### src/rtl/xfer_pkg.sv
package xfer_pkg;
  localparam int unsigned NCH = 2;
  localparam int unsigned NPIN = 2;
  localparam int unsigned DW = 16;

  typedef enum logic [1:0] {
    CH_IDLE = 2'd0,
    CH_WAIT = 2'd1,
    CH_RUN  = 2'd2,
    CH_STOP = 2'd3
  } ch_state_e;
endpackage

### src/rtl/xfer_trig.sv
module xfer_trig #(
  parameter int unsigned NPIN = 2
) (
  input  logic              clk_i,
  input  logic              rst_ni,
  input  logic [NPIN-1:0]   pin_i,
  input  logic              adc_i,
  input  logic              la_i,
  input  logic [NPIN+1:0]   en_i,
  input  logic [5*NPIN-1:0] cond_i,
  output logic              hit_o,
  output logic              any_en_o
);
  localparam int unsigned FALL = 4 * NPIN;
  localparam int unsigned RISE = 3 * NPIN;
  localparam int unsigned ANY  = 2 * NPIN;
  localparam int unsigned HIGH = NPIN;

  logic [NPIN-1:0] s1_q, s2_q, s3_q, pin_hit;

  always_ff @(posedge clk_i or negedge rst_ni) begin
    if (!rst_ni) begin
      s1_q <= '0;
      s2_q <= '0;
      s3_q <= '0;
    end else begin
      s1_q <= pin_i;
      s2_q <= s1_q;
      s3_q <= s2_q;
    end
  end

  for (genvar p = 0; p < NPIN; p++) begin : g_pin
    logic rise, fall;
    assign rise = s2_q[p] & ~s3_q[p];
    assign fall = ~s2_q[p] & s3_q[p];
    assign pin_hit[p] = en_i[p] & ((cond_i[FALL+p] & fall) | (cond_i[RISE+p] & rise) |
                                   (cond_i[ANY+p] & (rise | fall)) |
                                   (cond_i[HIGH+p] & s2_q[p]) | (cond_i[p] & ~s2_q[p]));
  end

  always_ff @(posedge clk_i or negedge rst_ni) begin
    if (!rst_ni) hit_o <= 1'b0;
    else hit_o <= (|pin_hit) | (en_i[NPIN] & adc_i) | (en_i[NPIN+1] & la_i);
  end

  assign any_en_o = |en_i;
endmodule

### src/rtl/xfer_chan.sv
module xfer_chan
  import xfer_pkg::*;
#(
  parameter int unsigned W = 16
) (
  input  logic         clk_i,
  input  logic         rst_ni,
  input  logic         en_i,
  input  logic [W-1:0] src_data_i,
  input  logic         src_valid_i,
  input  logic         peer_valid_i,
  input  logic         peer_end_i,
  input  logic         trig_ok_i,
  input  logic         trig_hit_i,
  input  logic         trig_stop_i,
  input  logic         start_sync_i,
  input  logic         stop_sync_i,
  input  logic         suspend_i,
  input  logic         flush_i,
  input  logic         raw_en_i,
  input  logic [W-1:0] raw_data_i,
  output logic         ready_o,
  output logic [W-1:0] data_o,
  output logic         valid_o,
  output logic         hold_o,
  output logic         end_o
);
  ch_state_e st_q, st_d;
  logic run, go, drain;

  assign run   = (st_q == CH_RUN);
  assign drain = suspend_i & flush_i;
  assign go    = ~suspend_i & trig_ok_i & (~start_sync_i | (src_valid_i & peer_valid_i));

  always_comb begin
    st_d = st_q;
    if (!en_i) st_d = CH_IDLE;
    else begin
      unique case (st_q)
        CH_IDLE: st_d = CH_WAIT;
        CH_WAIT: if (go) st_d = CH_RUN;
        CH_RUN:  if ((stop_sync_i & peer_end_i) | (trig_stop_i & trig_hit_i)) st_d = CH_STOP;
        default: st_d = st_q;
      endcase
    end
  end

  always_ff @(posedge clk_i or negedge rst_ni) begin
    if (!rst_ni) st_q <= CH_IDLE;
    else st_q <= st_d;
  end

  always_ff @(posedge clk_i or negedge rst_ni) begin
    if (!rst_ni) begin
      data_o  <= '0;
      valid_o <= 1'b0;
    end else begin
      valid_o <= 1'b0;
      if (run) begin
        if (raw_en_i | drain) begin
          data_o  <= raw_data_i;
          valid_o <= 1'b1;
        end else if (!suspend_i) begin
          valid_o <= src_valid_i;
          if (src_valid_i) data_o <= src_data_i;
        end
      end
    end
  end

  assign ready_o = run & ~raw_en_i & (~suspend_i | flush_i);
  assign hold_o  = ~run | (suspend_i & ~flush_i);
  assign end_o   = run & ~en_i;
endmodule

### src/rtl/dual_xfer_ctrl.sv
module dual_xfer_ctrl
  import xfer_pkg::*;
(
  input  logic          clk_i,
  input  logic          rst_ni,
  input  logic          chan_en_a_i,
  input  logic          chan_en_b_i,
  input  logic [DW-1:0] src_data_a_i,
  input  logic          src_valid_a_i,
  output logic          src_ready_a_o,
  input  logic [DW-1:0] src_data_b_i,
  input  logic          src_valid_b_i,
  output logic          src_ready_b_o,
  input  logic [1:0]    ext_trig_i,
  input  logic          adc_trig_i,
  input  logic          la_trig_i,
  input  logic [3:0]    trig_en_i,
  input  logic [9:0]    trig_cond_i,
  input  logic          trig_stop_i,
  input  logic          start_sync_i,
  input  logic          stop_sync_i,
  input  logic          suspend_i,
  input  logic          flush_i,
  input  logic [1:0]    raw_en_i,
  input  logic [31:0]   raw_word_i,
  output logic [DW-1:0] out_data_a_o,
  output logic          out_valid_a_o,
  output logic [DW-1:0] out_data_b_o,
  output logic          out_valid_b_o,
  output logic [1:0]    filt_hold_o
);
  logic trig_hit, trig_any;
  logic [NCH-1:0] en, sv, rdy, ov, ended;
  logic [NCH-1:0][DW-1:0] sd, od, raw;

  assign en  = {chan_en_b_i, chan_en_a_i};
  assign sv  = {src_valid_b_i, src_valid_a_i};
  assign sd  = {src_data_b_i, src_data_a_i};
  assign raw = raw_word_i;

  xfer_trig #(.NPIN(NPIN)) u_trig (
    .clk_i, .rst_ni,
    .pin_i(ext_trig_i), .adc_i(adc_trig_i), .la_i(la_trig_i),
    .en_i(trig_en_i), .cond_i(trig_cond_i),
    .hit_o(trig_hit), .any_en_o(trig_any)
  );

  for (genvar c = 0; c < NCH; c++) begin : g_ch
    xfer_chan #(.W(DW)) u_ch (
      .clk_i, .rst_ni,
      .en_i(en[c]), .src_data_i(sd[c]), .src_valid_i(sv[c]),
      .peer_valid_i(sv[NCH-1-c]), .peer_end_i(ended[NCH-1-c]),
      .trig_ok_i(~trig_any | trig_hit), .trig_hit_i(trig_hit), .trig_stop_i,
      .start_sync_i, .stop_sync_i, .suspend_i, .flush_i,
      .raw_en_i(raw_en_i[c]), .raw_data_i(raw[c]),
      .ready_o(rdy[c]), .data_o(od[c]), .valid_o(ov[c]),
      .hold_o(filt_hold_o[c]), .end_o(ended[c])
    );
  end

  assign src_ready_a_o = rdy[0];
  assign src_ready_b_o = rdy[1];
  assign out_data_a_o  = od[0];
  assign out_data_b_o  = od[1];
  assign out_valid_a_o = ov[0];
  assign out_valid_b_o = ov[1];
endmodule

### config.mk
export PLATFORM = sky130hd
export DESIGN_NAME = dual_xfer_ctrl
export DESIGN_NICKNAME = d
export VERILOG_FILES = /design/src/rtl/xfer_pkg.sv /design/src/rtl/xfer_trig.sv /design/src/rtl/xfer_chan.sv /design/src/rtl/dual_xfer_ctrl.sv
export SDC_FILE = /design/constraint.sdc
export NUM_CORES = 1
export LEC_CHECK = 0
export CORE_UTILIZATION = 30
export DETAILED_ROUTE_END_ITERATION = 10
export PLACE_DENSITY = 0.71
export SLEW_MARGIN = 25
export SYNTH_ARGS = -nofsm -noshare
export SYNTH_HDL_FRONTEND = slang
export SYNTH_SLANG_ARGS = --single-unit
### constraint.sdc
create_clock -name clk_i -period 1.7 [get_ports clk_i]
set_input_delay 0.34 -clock clk_i [delete_from_list [all_inputs] [get_ports clk_i]]
set_output_delay 0.34 -clock clk_i [all_outputs]
set_load 0.03 [all_outputs]
# == Word level (Yosys, flattened, before mapping) ==
# Index checks and enable logic that the tools add are counted.
# op_classes
n_eq_ne,12
n_mux,19
bitwise_logic,67
n_reduce_logical,10
# ops
op,count
16-bit two-way mux,6
1-bit bitwise AND,32
1-bit OR,21
1-bit NOT,14
2-bit one-hot mux with 3 select lines,2
3-bit AND reduction,4
2-bit two-way mux,5
"3-bit inequality test, second input constant",3
"4-bit by 1-bit inequality test with 1-bit output, second input constant",2
1-bit two-way mux,6
"2-bit by 1-bit == test with 1-bit output, second input constant",2
"2-bit == test, second input constant",2
2-bit logical NOT,2
"2-bit by 1-bit inequality test with 1-bit output, second input constant",2
2-bit nonzero test,2
4-bit OR reduction,1
"3-bit by 2-bit inequality test with 1-bit output, second input constant",1
2-bit OR reduction,1
# word_totals
register_bits,45
input_bits,95
out_inout_bits,38
elab_cells,118

# == Depth between registers and ports, before layout ==
# depth
ltp_word,11
ltp_mapped,6

# == Cells and area by module ==
# Synthesis repeated with hierarchy kept, for this count alone.
# hier_totals
hier_cells,223
area_unflattened_um2,2417.3
# by_module_without_submodules
mod,n_inst,cells_per_inst,area_per_inst_um2
xfer_chan,2,97,1041.0
xfer_trig,1,28,329.1
dual_xfer_ctrl,1,1,6.3

# == Worst setup path before layout ==
# OpenSTA, ideal clock, no wires.
# synth_timing
path_kind,input -> register
from,input trig_en_i[1]
to,register g_ch[0].u_ch.st_q[1]
setup_ps,120
arrival_time_ps,1586
path_slack_ps,-7
cell_stages,4
n_path_buf,0
cell_sequence,or4_1 a221o_1 o2bb2ai_1 a41o_1
# synth_between
elab_chain_len,7
# synth_lines
element,line,text
from (decl),dual_xfer_ctrl.sv:17,"input logic [3:0] trig_en_i,"
4-bit OR reduction,xfer_trig.sv:47,assign any_en_o = |en_i;
1-bit NOT,dual_xfer_ctrl.sv:53,".trig_ok_i(~trig_any | trig_hit), .trig_hit_i(trig_hit), .trig_stop_i,"
1-bit OR,dual_xfer_ctrl.sv:53,
1-bit bitwise AND (2 in series),xfer_chan.sv:33,assign go = ~suspend_i & trig_ok_i & (~start_sync_i | (src_valid_i & peer_valid_i));
3-bit by 2-bit inequality test with 1-bit output (no source line),-,
3-bit AND reduction (no source line),-,
to (signal assigned),xfer_chan.sv:50,else st_q <= st_d;
to (decl),xfer_chan.sv:28,"ch_state_e st_q, st_d;"
# Every way passes these cells.
# A chain may end at the register's enable or synchronous reset.

# == Final worst setup path ==
# layout_timing
from,register g_ch[1].u_ch.st_q[0]
to,output src_ready_b_o
# layout_between
elab_chain_len,3
# layout_lines
element,line,text
from (decl),xfer_chan.sv:28,
from (signal assigned),xfer_chan.sv:50,
2-bit == test,xfer_chan.sv:31,assign run = (st_q == CH_RUN);
1-bit bitwise AND (2 in series),xfer_chan.sv:71,assign ready_o = run & ~raw_en_i & (~suspend_i | flush_i);
to (decl),dual_xfer_ctrl.sv:13,"output logic src_ready_b_o,"
# Every way passes these cells.

==> results.sh <==
export IMPL_final_nets=464
export IMPL_overflow=0
export IMPL_async_flop_share_pct=100.0
export IMPL_totalWireLength_microns=5804
export IMPL_die_x_microns=88.77
export IMPL_yosysTopAreaCell="dfrtp_1"
export IMPL_initial_utilization_pct=31.14
export IMPL_worstSetupEndpointType="output port"
export IMPL_multi_input_area_sq_um=1071
export IMPL_power_density_nw_per_um2=1285
export IMPL_via_per_inst=4.527
export IMPL_p_switching_mw=1.986
export IMPL_antenna_found_initial=0
export IMPL_synth_cell_type_count=31
export IMPL_maxCapViolCount=0
export IMPL_cts_inserted_buffers=5
export IMPL_crit_path_start="g_ch[1].u_ch.st_q[0]"
export IMPL_ios=133
export IMPL_reg2reg_depth=6
export IMPL_dieArea_sq_um=7879
export IMPL_cp_top_family="flip-flops"
export IMPL_hold_ws_ns=0.02304
export IMPL_grt_pass1_vias=2111
export IMPL_hold_violations=0
export IMPL_min_path_type="input pin to asynchronous set/reset pin"
export IMPL_path_depth=5
export IMPL_drive_above_1_share_pct=8.889
export IMPL_status="finished clean"
export IMPL_cp_slowest_cell="dfrtp_1"
export IMPL_post_synth_top_count_cell="dfrtp_1"
export IMPL_dr_pass1_iters=4
export IMPL_cts_root_buf="clkbuf_8"
export IMPL_min_period_ns=1.680
export IMPL_ys_flop_type="dfrtp_1"
export IMPL_cp_max_fo=5
export IMPL_critPathRequiredTime_ns=1.36
export IMPL_path_buf_inv=2
export IMPL_crit_arrival_ns=1.34
export IMPL_drc_errors=0
export IMPL_use_met1_pct=17.04
export IMPL_syn_inst=219
export IMPL_synthTopCellsByCount="45 x dfrtp_1, 42 x nand2_1, 34 x o21ai_0, 33 x mux2i_1, 12 x inv_1"
export IMPL_fillers=689
export IMPL_port_buffers=132
export IMPL_n_antenna_cell=0
export IMPL_antenna_left=0
export IMPL_yosys_warnings=0
export IMPL_areaGrowthSynthToFinish_pct=75.18
export IMPL_relSlewSlack_pct=65.07
export IMPL_grt_start_max_net_pins=34
export IMPL_clk_latency_ns=0.29
export IMPL_p_comb_share_pct=51.0
export IMPL_tightest_slew_ns=0.5240
export IMPL_grt_setup_unrepaired="yes"
export IMPL_rows=31
export IMPL_netSwitchingFraction_pct=39.05
export IMPL_fmax_mhz=595.3
export IMPL_r2r_end="g_ch[1].u_ch.st_q[0]"
export IMPL_setup_viol=0
export IMPL_final_setup_skew_ns=0.006614
export IMPL_grt_busiest_layer="met2"
export IMPL_htreeDepth=2
export IMPL_yosysSeqAreaShare_pct=49.86
export IMPL_rrSetupSlack_ns=0.13
export IMPL_wire_per_inst_microns=12.64
export IMPL_power_sequential_fraction_pct=32.9
export IMPL_synthTopCellsByArea="dfrtp_1 50%, mux2i_1 15%, o21ai_0 7.5%"
export IMPL_register_area_sq_um=1126
export IMPL_drt_iter0_drc=61
export IMPL_grt_util_met2_pct=27.97
export IMPL_report_final_slew_viol_count=0
export IMPL_grt_util_met3_pct=4.664
export IMPL_finalPower_mw=5.086
export IMPL_min_period_over_period_pct=98.82
export IMPL_cts_tree="built"
export IMPL_vdd_ir_drop_worst_v=0.0005361
export IMPL_via_count=2078
export IMPL_dieHeight_microns=88.77
export IMPL_crit_path_end="src_ready_b_o"
export IMPL_synth_edf_count=0
export IMPL_synth_nets=324
export IMPL_netlist_area_leader_share_pct=49.86
export IMPL_critical_path_class="flip-flop to output port"
export IMPL_cts_sinks=45
export IMPL_start_kind="flip-flop"
export IMPL_netlist_area_sq_um=2258
export IMPL_avgSynthCellArea_sq_um=10.31
export IMPL_grt_first_pass_wirelength_microns=9301
export IMPL_yosys_register_bits=45
export IMPL_reg2reg_from="g_ch[1].u_ch.st_q[0]"
export IMPL_dp_hpwl_microns=4786
export IMPL_power_frac_clock_pct=16.1
export IMPL_core_area_sq_um=7253
export IMPL_clockBufferDepth=2
export IMPL_path_clk_slew_ns=0.08
export IMPL_grt_usage_pct=15.32
export IMPL_path_cells="inv_1, ha_4, nand2_1, nor2_1, buf_4"
export IMPL_cp_slowest_stage_delay_ns=0.40
export IMPL_gp_congestion=0.7196
export IMPL_p_leak_nw=1.979
export IMPL_internal_power_mw=3.100
## flip-flops by register name, summed over array words and instances, names as in the netlist
name	cells
u_trig.hit_o	1
g_ch.u_ch.data_o	32
g_ch.u_ch.valid_o	2
u_trig.s2_q	2
u_trig.s3_q	2
u_trig.s1_q	2
g_ch.u_ch.st_q	4
## area by class of cell
| type | instances | share of cell area, % |
|---|---|---|
| repair buffers | 143 | 37.25 |
| flip-flops and latches | 45 | 28.46 |
| multi-input cells | 152 | 27.07 |
| well taps | 99 | 3.131 |
| clock buffers | 7 | 2.182 |
| inverters | 12 | 1.139 |
| clock inverters | 1 | 0.7590 |
## kinds of logic after synthesis
| family | synth area share (%) |
|---|---|
| simple gates | 11.47 |
| compound gates | 13.91 |
| fa+ha+maj | 5.540 |
| mux | 15.12 |
| buf+inv | 4.099 |
| flops | 49.86 |
## per-stage QoR
stage | setup TNS [ns] | setup WS (ns) | area [sq um] | std cells | utilization (%)
floorplan | 0 | 0.02510 | 2258 | 219 | -
global placement | -5.040 | -0.4584 | 3759 | 449 | 51.82
detailed placement | -5.663 | -0.4904 | 3759 | 449 | 51.82
CTS | 0 | 0.004336 | 3890 | 458 | 53.63
global route | -0.04542 | -0.04542 | 3956 | 459 | 54.55
finish | 0 | 0.02004 | 3956 | 459 | 54.55
## routing by layer
layer / part of all wire (%) / up-vias
met5: 0 / -
met4: 0.91 / 0
met1: 39 / 955
li1: - / 1038
met2: 52 / 81
met3: 8.4 / 4
## layout by cell type (no fill, tap or decap), types with 2 or more instances in the layout
| cell type | Yosys | routed |
|---|---|---|
| a21bo_2 | 2 | 2 |
| a21oi_2 | 2 | 2 |
| a221o_1 | 2 | 2 |
| a41o_1 | 2 | 2 |
| buf_12 | 0 | 4 |
| buf_4 | 2 | 11 |
| clkbuf_8 | 0 | 6 |
| clkdlybuf4s15_1 | 0 | 2 |
| clkdlybuf4s50_1 | 0 | 102 |
| dfrtp_1 | 45 | 45 |
| dlygate4sd2_1 | 0 | 6 |
| dlymetal6s2s_1 | 0 | 17 |
| ha_1 | 10 | 8 |
| ha_4 | 0 | 2 |
| inv_1 | 12 | 11 |
| mux2i_1 | 33 | 33 |
| nand2_1 | 42 | 42 |
| nand2b_1 | 4 | 4 |
| nand3_1 | 2 | 2 |
| nand3b_1 | 2 | 2 |
| nor2_1 | 2 | 2 |
| o21ai_0 | 34 | 34 |
## power by group through the flow
stage	clock [mW]	combinational, mW	sequential [mW]
global route	0.886	2.82	1.73
detailed placement	0	2.59	1.71
finish	0.819	2.59	1.67
CTS	0.844	2.62	1.69
floorplan	0	0.703	2.38
global placement	0	2.54	1.68
## worst min path at each step
stage	start	end	slack (ns)	cells past startpoint
2_1_floorplan	rst_ni	g_ch[0].u_ch.data_o[0]	0.04	0
3_3_place_gp	u_trig.s1_q[0]	u_trig.s2_q[0]	0.33	0
3_5_place_dp	u_trig.s1_q[1]	u_trig.s2_q[1]	0.33	0
4_1_cts	rst_ni	g_ch[0].u_ch.data_o[0]	0.04	1
5_1_grt	rst_ni	g_ch[0].u_ch.data_o[14]	0.07	1
6_report	rst_ni	g_ch[0].u_ch.data_o[0]	0.02	1
## repair_timing
action | in CTS | in global routing
hold buffers | 0 | 0
pin swaps | 3 | 2
gates resized for setup | 13 | 20
endpoints found under the setup margin | 9 | 23
buffers inserted | 1 | 1
Note: power is estimated with default switching activity, not from simulation.
